File: config.mk
export PLATFORM = sky130hd
export DESIGN_NAME = chan_seq
export DESIGN_NICKNAME = d
export VERILOG_FILES = /design/src/rtl/chan_seq.sv
export SDC_FILE = /design/constraint.sdc
export NUM_CORES = 1
export LEC_CHECK = 0
export BUFFER_PORTS_ARGS = -buffer_cell sky130_fd_sc_hd__buf_2
export CAP_MARGIN = 20
export CORE_UTILIZATION = 45
export DETAILED_ROUTE_END_ITERATION = 10
export HOLD_SLACK_MARGIN = 0.02
export PLACE_DENSITY = 0.74
export SYNTH_ARGS = -nofsm -noshare
export SYNTH_HDL_FRONTEND = slang
export SYNTH_SLANG_ARGS = --single-unit
File: constraint.sdc
create_clock -name clk -period 5.75 [get_ports clk]
set_input_delay 0.2875 -clock clk [delete_from_list [all_inputs] [get_ports clk]]
set_output_delay 0.2875 -clock clk [all_outputs]
set_load 0.05 [all_outputs]
File: src/rtl/chan_seq.sv
module chan_seq #(
  parameter int NCH        = 16,
  parameter int SETTLE_W   = 16,
  parameter int FCFG_W     = 2,
  parameter int DATA_W     = 24,
  parameter int MIN_SETTLE = 4,
  parameter int ACT_W      = 24
) (
  input  logic                       clk,
  input  logic                       rst_n,
  input  logic [1:0]                 run_mode,
  input  logic                       sync_in,
  input  logic [NCH-1:0]             ch_en,
  input  logic [NCH*SETTLE_W-1:0]    settle_cfg,
  input  logic [NCH*FCFG_W-1:0]      filt_cfg,
  output logic [$clog2(NCH)-1:0]     mux_sel,
  output logic [FCFG_W-1:0]          filt_cfg_sel,
  output logic                       filt_restart,
  input  logic                       filt_valid,
  input  logic                       filt_settled,
  input  logic [DATA_W-1:0]          filt_data,
  output logic                       standby,
  output logic                       res_valid,
  output logic [$clog2(NCH)-1:0]     res_chan,
  output logic [DATA_W-1:0]          res_data
);
  localparam int CH_W  = $clog2(NCH);
  localparam int SLP_W = ACT_W + 4;
  localparam int CNT_W = (SLP_W > SETTLE_W) ? SLP_W : SETTLE_W;
  localparam logic [SETTLE_W-1:0] MIN_S = SETTLE_W'(MIN_SETTLE);

  typedef enum logic [1:0] {ST_IDLE, ST_SETTLE, ST_WAIT, ST_SLEEP} state_t;

  state_t           state;
  logic [CH_W-1:0]  ch, first_ch, next_ch;
  logic [CNT_W-1:0] cnt;
  logic [ACT_W-1:0] act;
  logic [SLP_W-1:0] act_n, slp_len;
  logic             any_en, has_next, accept, start_ok;

  function automatic logic [CNT_W-1:0] settle_load(input logic [CH_W-1:0] c);
    logic [SETTLE_W-1:0] v;
    v = settle_cfg[int'(c)*SETTLE_W +: SETTLE_W];
    if (v < MIN_S) v = MIN_S;
    return CNT_W'(v - 1'b1);
  endfunction

  always_comb begin
    first_ch = '0;
    next_ch  = '0;
    has_next = 1'b0;
    for (int i = NCH-1; i >= 0; i--) begin
      if (ch_en[i]) begin
        first_ch = CH_W'(i);
        if (i > int'(ch)) begin
          next_ch  = CH_W'(i);
          has_next = 1'b1;
        end
      end
    end
  end

  assign any_en   = |ch_en;
  assign start_ok = any_en && (run_mode != 2'b01 || sync_in);
  assign accept   = (state == ST_WAIT) && !filt_restart && filt_valid && filt_settled;
  assign act_n    = SLP_W'(act) + 1'b1;
  assign slp_len  = run_mode[0] ? ((act_n << 4) - act_n - 1'b1)
                                : ((act_n << 1) + act_n - 1'b1);

  assign mux_sel      = ch;
  assign filt_cfg_sel = filt_cfg[int'(ch)*FCFG_W +: FCFG_W];
  assign standby      = (state == ST_IDLE) || (state == ST_SLEEP);

  always_ff @(posedge clk) begin
    if (!rst_n) begin
      state        <= ST_IDLE;
      ch           <= '0;
      cnt          <= '0;
      act          <= '0;
      filt_restart <= 1'b0;
      res_valid    <= 1'b0;
      res_chan     <= '0;
      res_data     <= '0;
    end else begin
      filt_restart <= (state == ST_SETTLE) && (cnt == '0);
      res_valid    <= accept;
      if (accept) begin
        res_chan <= ch;
        res_data <= filt_data;
      end
      case (state)
        ST_IDLE, ST_SLEEP: begin
          if (state == ST_IDLE || cnt == '0) begin
            if (start_ok) begin
              state <= ST_SETTLE;
              ch    <= first_ch;
              cnt   <= settle_load(first_ch);
              act   <= '0;
            end else begin
              state <= ST_IDLE;
            end
          end else begin
            cnt <= cnt - 1'b1;
          end
        end
        ST_SETTLE: begin
          act <= act + 1'b1;
          if (cnt == '0) state <= ST_WAIT;
          else           cnt   <= cnt - 1'b1;
        end
        default: begin
          act <= act + 1'b1;
          if (accept) begin
            if (has_next) begin
              state <= ST_SETTLE;
              ch    <= next_ch;
              cnt   <= settle_load(next_ch);
            end else begin
              case (run_mode)
                2'b00: begin
                  if (any_en) begin
                    state <= ST_SETTLE;
                    ch    <= first_ch;
                    cnt   <= settle_load(first_ch);
                    act   <= '0;
                  end else begin
                    state <= ST_IDLE;
                  end
                end
                2'b01: state <= ST_IDLE;
                default: begin
                  state <= ST_SLEEP;
                  cnt   <= CNT_W'(slp_len);
                end
              endcase
            end
          end
        end
      endcase
    end
  end
endmodule

; Yosys cells after proc, flatten, opt, wreduce, memory -nomap -nowiden
; Cells that the tools add are included.
[word_totals]
regBits = 88
output_inout_bits = 37
word_cells = 197
[op_classes]
n_addsub = 10
n_shift = 3
n_reduce_logical = 23
mux = 123
bitwise_logic = 1
n_eq_ne = 12
order_cmp = 17
[ops]
columns = cell, count
row1 = $shiftx A256 B9 Y16, 2
row2 = $mux W16, 16
row3 = $mux W4, 52
row4 = $mux W28, 7
row5 = $mux W24, 6
row6 = $pmux W28 S2, 2
row7 = $sub A28 B1 Y28 const B, 2
row8 = $sub A16 B1 Y17 const B, 3
row9 = $pmux W24 S2, 1
row10 = $gt A4 B4 Y1 const A, 8
row11 = $lt A16 B3 Y1 const B, 2
row12 = $mux W1, 32
row13 = $shiftx A32 B6 Y2, 1
row14 = $logic_not A28 Y1, 1
row15 = $sub A27 B1 Y28 const B, 1
row16 = $sub A28 B25 Y28, 1
row17 = $add A26 B25 Y27, 1
row18 = $add A24 B1 Y25 const B, 1
row19 = $add A24 B1 Y24 const B, 1
row20 = $gt A3 B4 Y1 const A, 4
row21 = $reduce_or A16 Y1, 1
row22 = $reduce_bool A3 Y1, 3
row23 = $gt A2 B4 Y1 const A, 2
row24 = $mux W2, 4
row25 = other kinds (22), 35

; Longest topological paths before layout
[logic_depth]
ltp_word = 42
ltp_mapped = 27
depth_no_buf = 23

; Worst setup path after synthesis
; No wires, ideal clock.
[synth_path]
path_type = reg-to-reg
from = register ch[1], in the netlist mux_sel[1]
to = register cnt[10]
period_less_slack_ns = 4.839
path_stages_with_launch = 25
path_buffers = 6
setup_time_ns = 0.079
arrival_time_ns = 4.760
path_slack_ns = 0.911
path_cell_list = dfxtp_1 > buf_2 > buf_2 > nor3b_1 > o22ai_1 > nand2_1 > buf_4 > a31oi_2 > buf_2 > buf_1 > buf_1 > nand2_1 > and3_1 > a311oi_1 > a311oi_1 > a21oi_1 > nand2_1 > ha_1 > and3_1 > and3_1 > and2_1 > nor2b_1 > xnor2_1 > a211o_1 > o211ai_1
[synth_between]
elab_chain_cells = 42
[synth_lines]
columns = element, line_no
row1 = "start, declared", 35  ; logic [CH_W-1:0] ch, first_ch, next_ch;
row2 = "start signal, assigned", 96  ; ch <= first_ch;
row3 = "start signal, assigned", 116  ; ch <= next_ch;
row4 = "start signal, assigned", 123  ; ch <= first_ch;
row5 = $gt A4 B4 Y1, 55  ; if (i > int'(ch)) begin
row6 = $mux W4, 55
row7 = $mux W4, 53  ; if (ch_en[i]) begin
row8 = $mux W4, 55
row9 = $mux W4, 53
row10 = $mux W4, 55
row11 = $mux W4, 53
row12 = $mux W4, 55
row13 = (+26 left out), n/a
row14 = $mux W16, 114  ; if (has_next) begin
row15 = $mux W16, 113  ; if (accept) begin
row16 = $mux W16, 91  ; case (state)
row17 = $mux W16, 75  ; if (!rst_n) begin
row18 = $sub A16 B1 Y17, 45  ; return CNT_W'(v - 1'b1);
row19 = $mux W28, 114
row20 = $mux W28, 113
row21 = $pmux W28 S2, 91
row22 = "end signal, assigned", 97  ; cnt <= settle_load(first_ch);
row23 = "end signal, assigned", 117  ; cnt <= settle_load(next_ch);
row24 = "end signal, assigned", 124  ; cnt <= settle_load(first_ch);
row25 = "end, declared", 36  ; logic [CNT_W-1:0] cnt;
; Several ways; a longest one is shown, not always the timed one. The select of a mux whose other input is x is not followed.
; A chain may end at the register's enable or synchronous reset.

; Worst setup path after layout
; Ends and elaborated chain as after synthesis.

==> impl_metrics.csv <==
group,metric,value,unit
global_route,grt_usage,38.4,%
hold_path,min_from,"filt_data[3]",
clocking,ctsHtreeMaxLevel,3,
status,status,"completed",
sta,report.final.slew_viol_count,0,
floorplanning,core-area,0.0326,mm2
worst_setup_path,required,6.04,ns
global_route,antenna_found_initial,10,
cells_and_area,final_cell_mix,"nand2_1, buf_2, nor2_1",
worst_setup_path,critical_path.max_fanout,29,
route,first_iter_violations,1886,
cells_and_area,drive_gt1_share,22.4,%
placement,gp_congestion,1.12,
placement,place_area,0.0174,mm2
cells_and_area,final_common_cell,"nand2_1",
cells_and_area,fin_cells,2967,
clocking,cts.root.buffer_cell,"clkbuf_16",
hold_path,hold_depth,3,
hold_path,hp-class,"in -> reg",
synth,synth_flop_cell,"dfxtp_1",
worst_setup_path,cp_cell_sequence,"or3b_1 -> a41o_1 -> nor3_2 -> buf_4 -> a31oi_4 -> buf_4 -> buf_4 -> nand2_1 -> and3_1 -> a311oi_1 -> a311oi_1 -> a21oi_1 -> nand2_1 -> ha_1 -> and3_1 -> and3_1 -> and2_1 -> nor2b_1 -> xnor2_1 -> a211o_1 -> o211ai_1",
pwr,vdd_ir_drop_max,0.207,mV
sta,timing.slew.headroom,27.1,%
hold_path,holdPathEnd,"res_data[3]",
clocking,cts_tree,"built",
synth,async_flop_share,0,%
placement,dpl.hpwl,53100,um
synth,synth_edf_count,0,
floorplanning,start_util,46.0,%
worst_setup_path,cp.buffers_inverters,3,
placement,portBuffers,371,
worst_setup_path,crit_slowest_cell,"a31oi_4",
synth,yosys_warnings,0,
synth,netlist_area,0.0150,mm2
clocking,clk_latency,0.36,ns
floorplanning,std_cell_rows,66,
sta,skew,0.0157,ns
synth,syn_avg_cell_area,6.80,um2
clocking,clk_pin_slew,0.07,ns
placement,dp.cells,2942,
worst_setup_path,timing.rr.start,"mux_sel[1]",
worst_setup_path,endpoint_kind,"register",
worst_setup_path,slowest_delay,0.77,ns
worst_setup_path,r2r-end,"cnt[10]",
sta,rsz0062_at_grt,"false",
worst_setup_path,worstSetupStartpointType,"register",
synth,syn_nets,2619,
sta,finalCritPeriodShare,94.8,%
clocking,cts_made_buffers,9,
worst_setup_path,r2r_setup_slack,0.30,ns
cells_and_area,syn_to_final_growth,18.1,%
sta,fin_crit,5.45,ns
floorplanning,die_height,185,um
worst_setup_path,cp.arrival,5.74,ns
global_route,grt-ovfl-total,0,
global_route,grt_pass1_vias,17838,
floorplanning,ios,372,
route,routed_wl,67000,um
floorplanning,die_w,185,um
route,drcViolationCount,0,
synth,ys_seq_area_share,11.8,%
sta,tns,0,ns
sta,worst_pin_slew,1.09,ns
route,drt.antenna.violating_nets,0,
sta,hold_violations,0,
clocking,clockBufferDepth,2,
sta,setup-violations-final,0,
cells_and_area,final_nets,2926,
synth,synth.distinct_cells,103,
route,vias,19179,
clocking,clkSinkCount,88,
worst_setup_path,rr_worst_depth,21,
sta,max_freq,0.184,GHz
global_route,grt_pass1_wl,102000,um
route,dr.pass1.iters,7,
route,avgRoutedWirePerCell,22.6,um
synth,syn-instance-count,2204,
synth,synth-seq-cells,88,
floorplanning,dieArea,0.0340,mm2
pwr,p_leak,7.60,nW
pwr,power_density,424,mW/mm2
cells_and_area,stdcell_area,0.0177,mm2
worst_setup_path,cp_top_family,"compound AO/OA/AOI/OAI gates",
worst_setup_path,worst-setup-path-type,"reg -> reg",
route,vias_per_cell,6.46,
global_route,grt_max_degree,63,
run,timing.max_cap.violations,0,
-- sequential cells by signal, summed over array words and instances, names as in the netlist --
name          count
res_chan          4
filt_restart      1
res_valid         1
state             2
act              24
mux_sel           4
res_data         24
cnt              28
-- metal layers --
metal / global-route usage, % / share of wire (%) / vias up
li1: - / - / 8718
met1: 48.5 / 41 / 9027
met2: 61.2 / 44 / 1180
met3: 6.92 / 9.2 / 252
met4: 21.9 / 5.8 / 2
met5: 0 / 0.019 / -
-- worst max path at each step --
| stage | from | cells after the start | endpoint | slack, ns |
|---|---|---|---|---|
| global placement | ch_en[15] | 23 | cnt[10] | 0.11 |
| CTS | mux_sel[1] | 21 | cnt[10] | 0.42 |
| finish | mux_sel[1] | 21 | cnt[10] | 0.30 |
| floorplan | mux_sel[1] | 24 | cnt[10] | 0.91 |
| detailed placement | ch_en[15] | 23 | cnt[10] | 0.13 |
| global route | mux_sel[1] | 21 | cnt[10] | 0.03 |
-- layout make-up --
cell class / count / area [um2]
Multi-Input combinational cell: 1851 / 12100
Clock inverter: 6 / 72.6
Clock buffer: 10 / 239
Inverter: 107 / 402
Fill cell: 3271 / 14900
Tap cell: 442 / 553
Sequential cell: 88 / 1760
Timing Repair Buffer: 454 / 2550
Antenna cell: 9 / 22.5
-- cell families after synthesis --
logic type	share of synthesized area [%]
and+or+nand+nor	29.4
DFF	11.8
muxes	9.09
buffers and inverters	8.14
AOI/OAI and AO/OA	29.3
xor gates and xnor gates	5.55
adders and majority gates	6.78
-- tightest hold or removal path, cell delays in order --
cell     delay [ns]
buf_2          0.10
nand2_1        0.04
a21oi_1        0.05
-- Yosys cell counts (51+ instances only) --
cell type | number | area [um2]
a21oi_1 | 124 | 621
clkbuf_1 | 82 | 308
dfxtp_1 | 88 | 1760
ha_1 | 78 | 976
inv_1 | 106 | 398
mux2i_1 | 81 | 811
nand2_1 | 393 | 1480
nand3_1 | 117 | 586
nor2_1 | 129 | 484
nor3_1 | 82 | 410
o21ai_0 | 94 | 470
xnor2_1 | 51 | 447
-- where the power goes --
| part | switching, W | internal (W) |
|---|---|---|
| combinational | 0.00377 | 0.00225 |
| clock | 0.000295 | 0.000356 |
| sequential | 0.000138 | 0.000700 |
| total | 0.00420 | 0.00330 |
-- timing repair --
item,4_1_cts,5_1_grt
buffers inserted,0,0
endpoints found under the setup margin,0,2
hold buffers,0,0
gates resized for setup,0,3
-- metrics by stage --
stage	hold slack [ns]	utilization (%)	worst slack [ns]	power (W)
floorplan	0.424	-	0.911	0.00487
CTS	0.153	54.2	0.419	0.00734
global placement	0.439	53.2	0.112	0.00660
finish	0.158	54.3	0.301	0.00751
detailed placement	0.446	53.2	0.130	0.00667
global route	0.164	54.3	0.0295	0.00798
No activity file was read; power rests on OpenSTA's default activity.
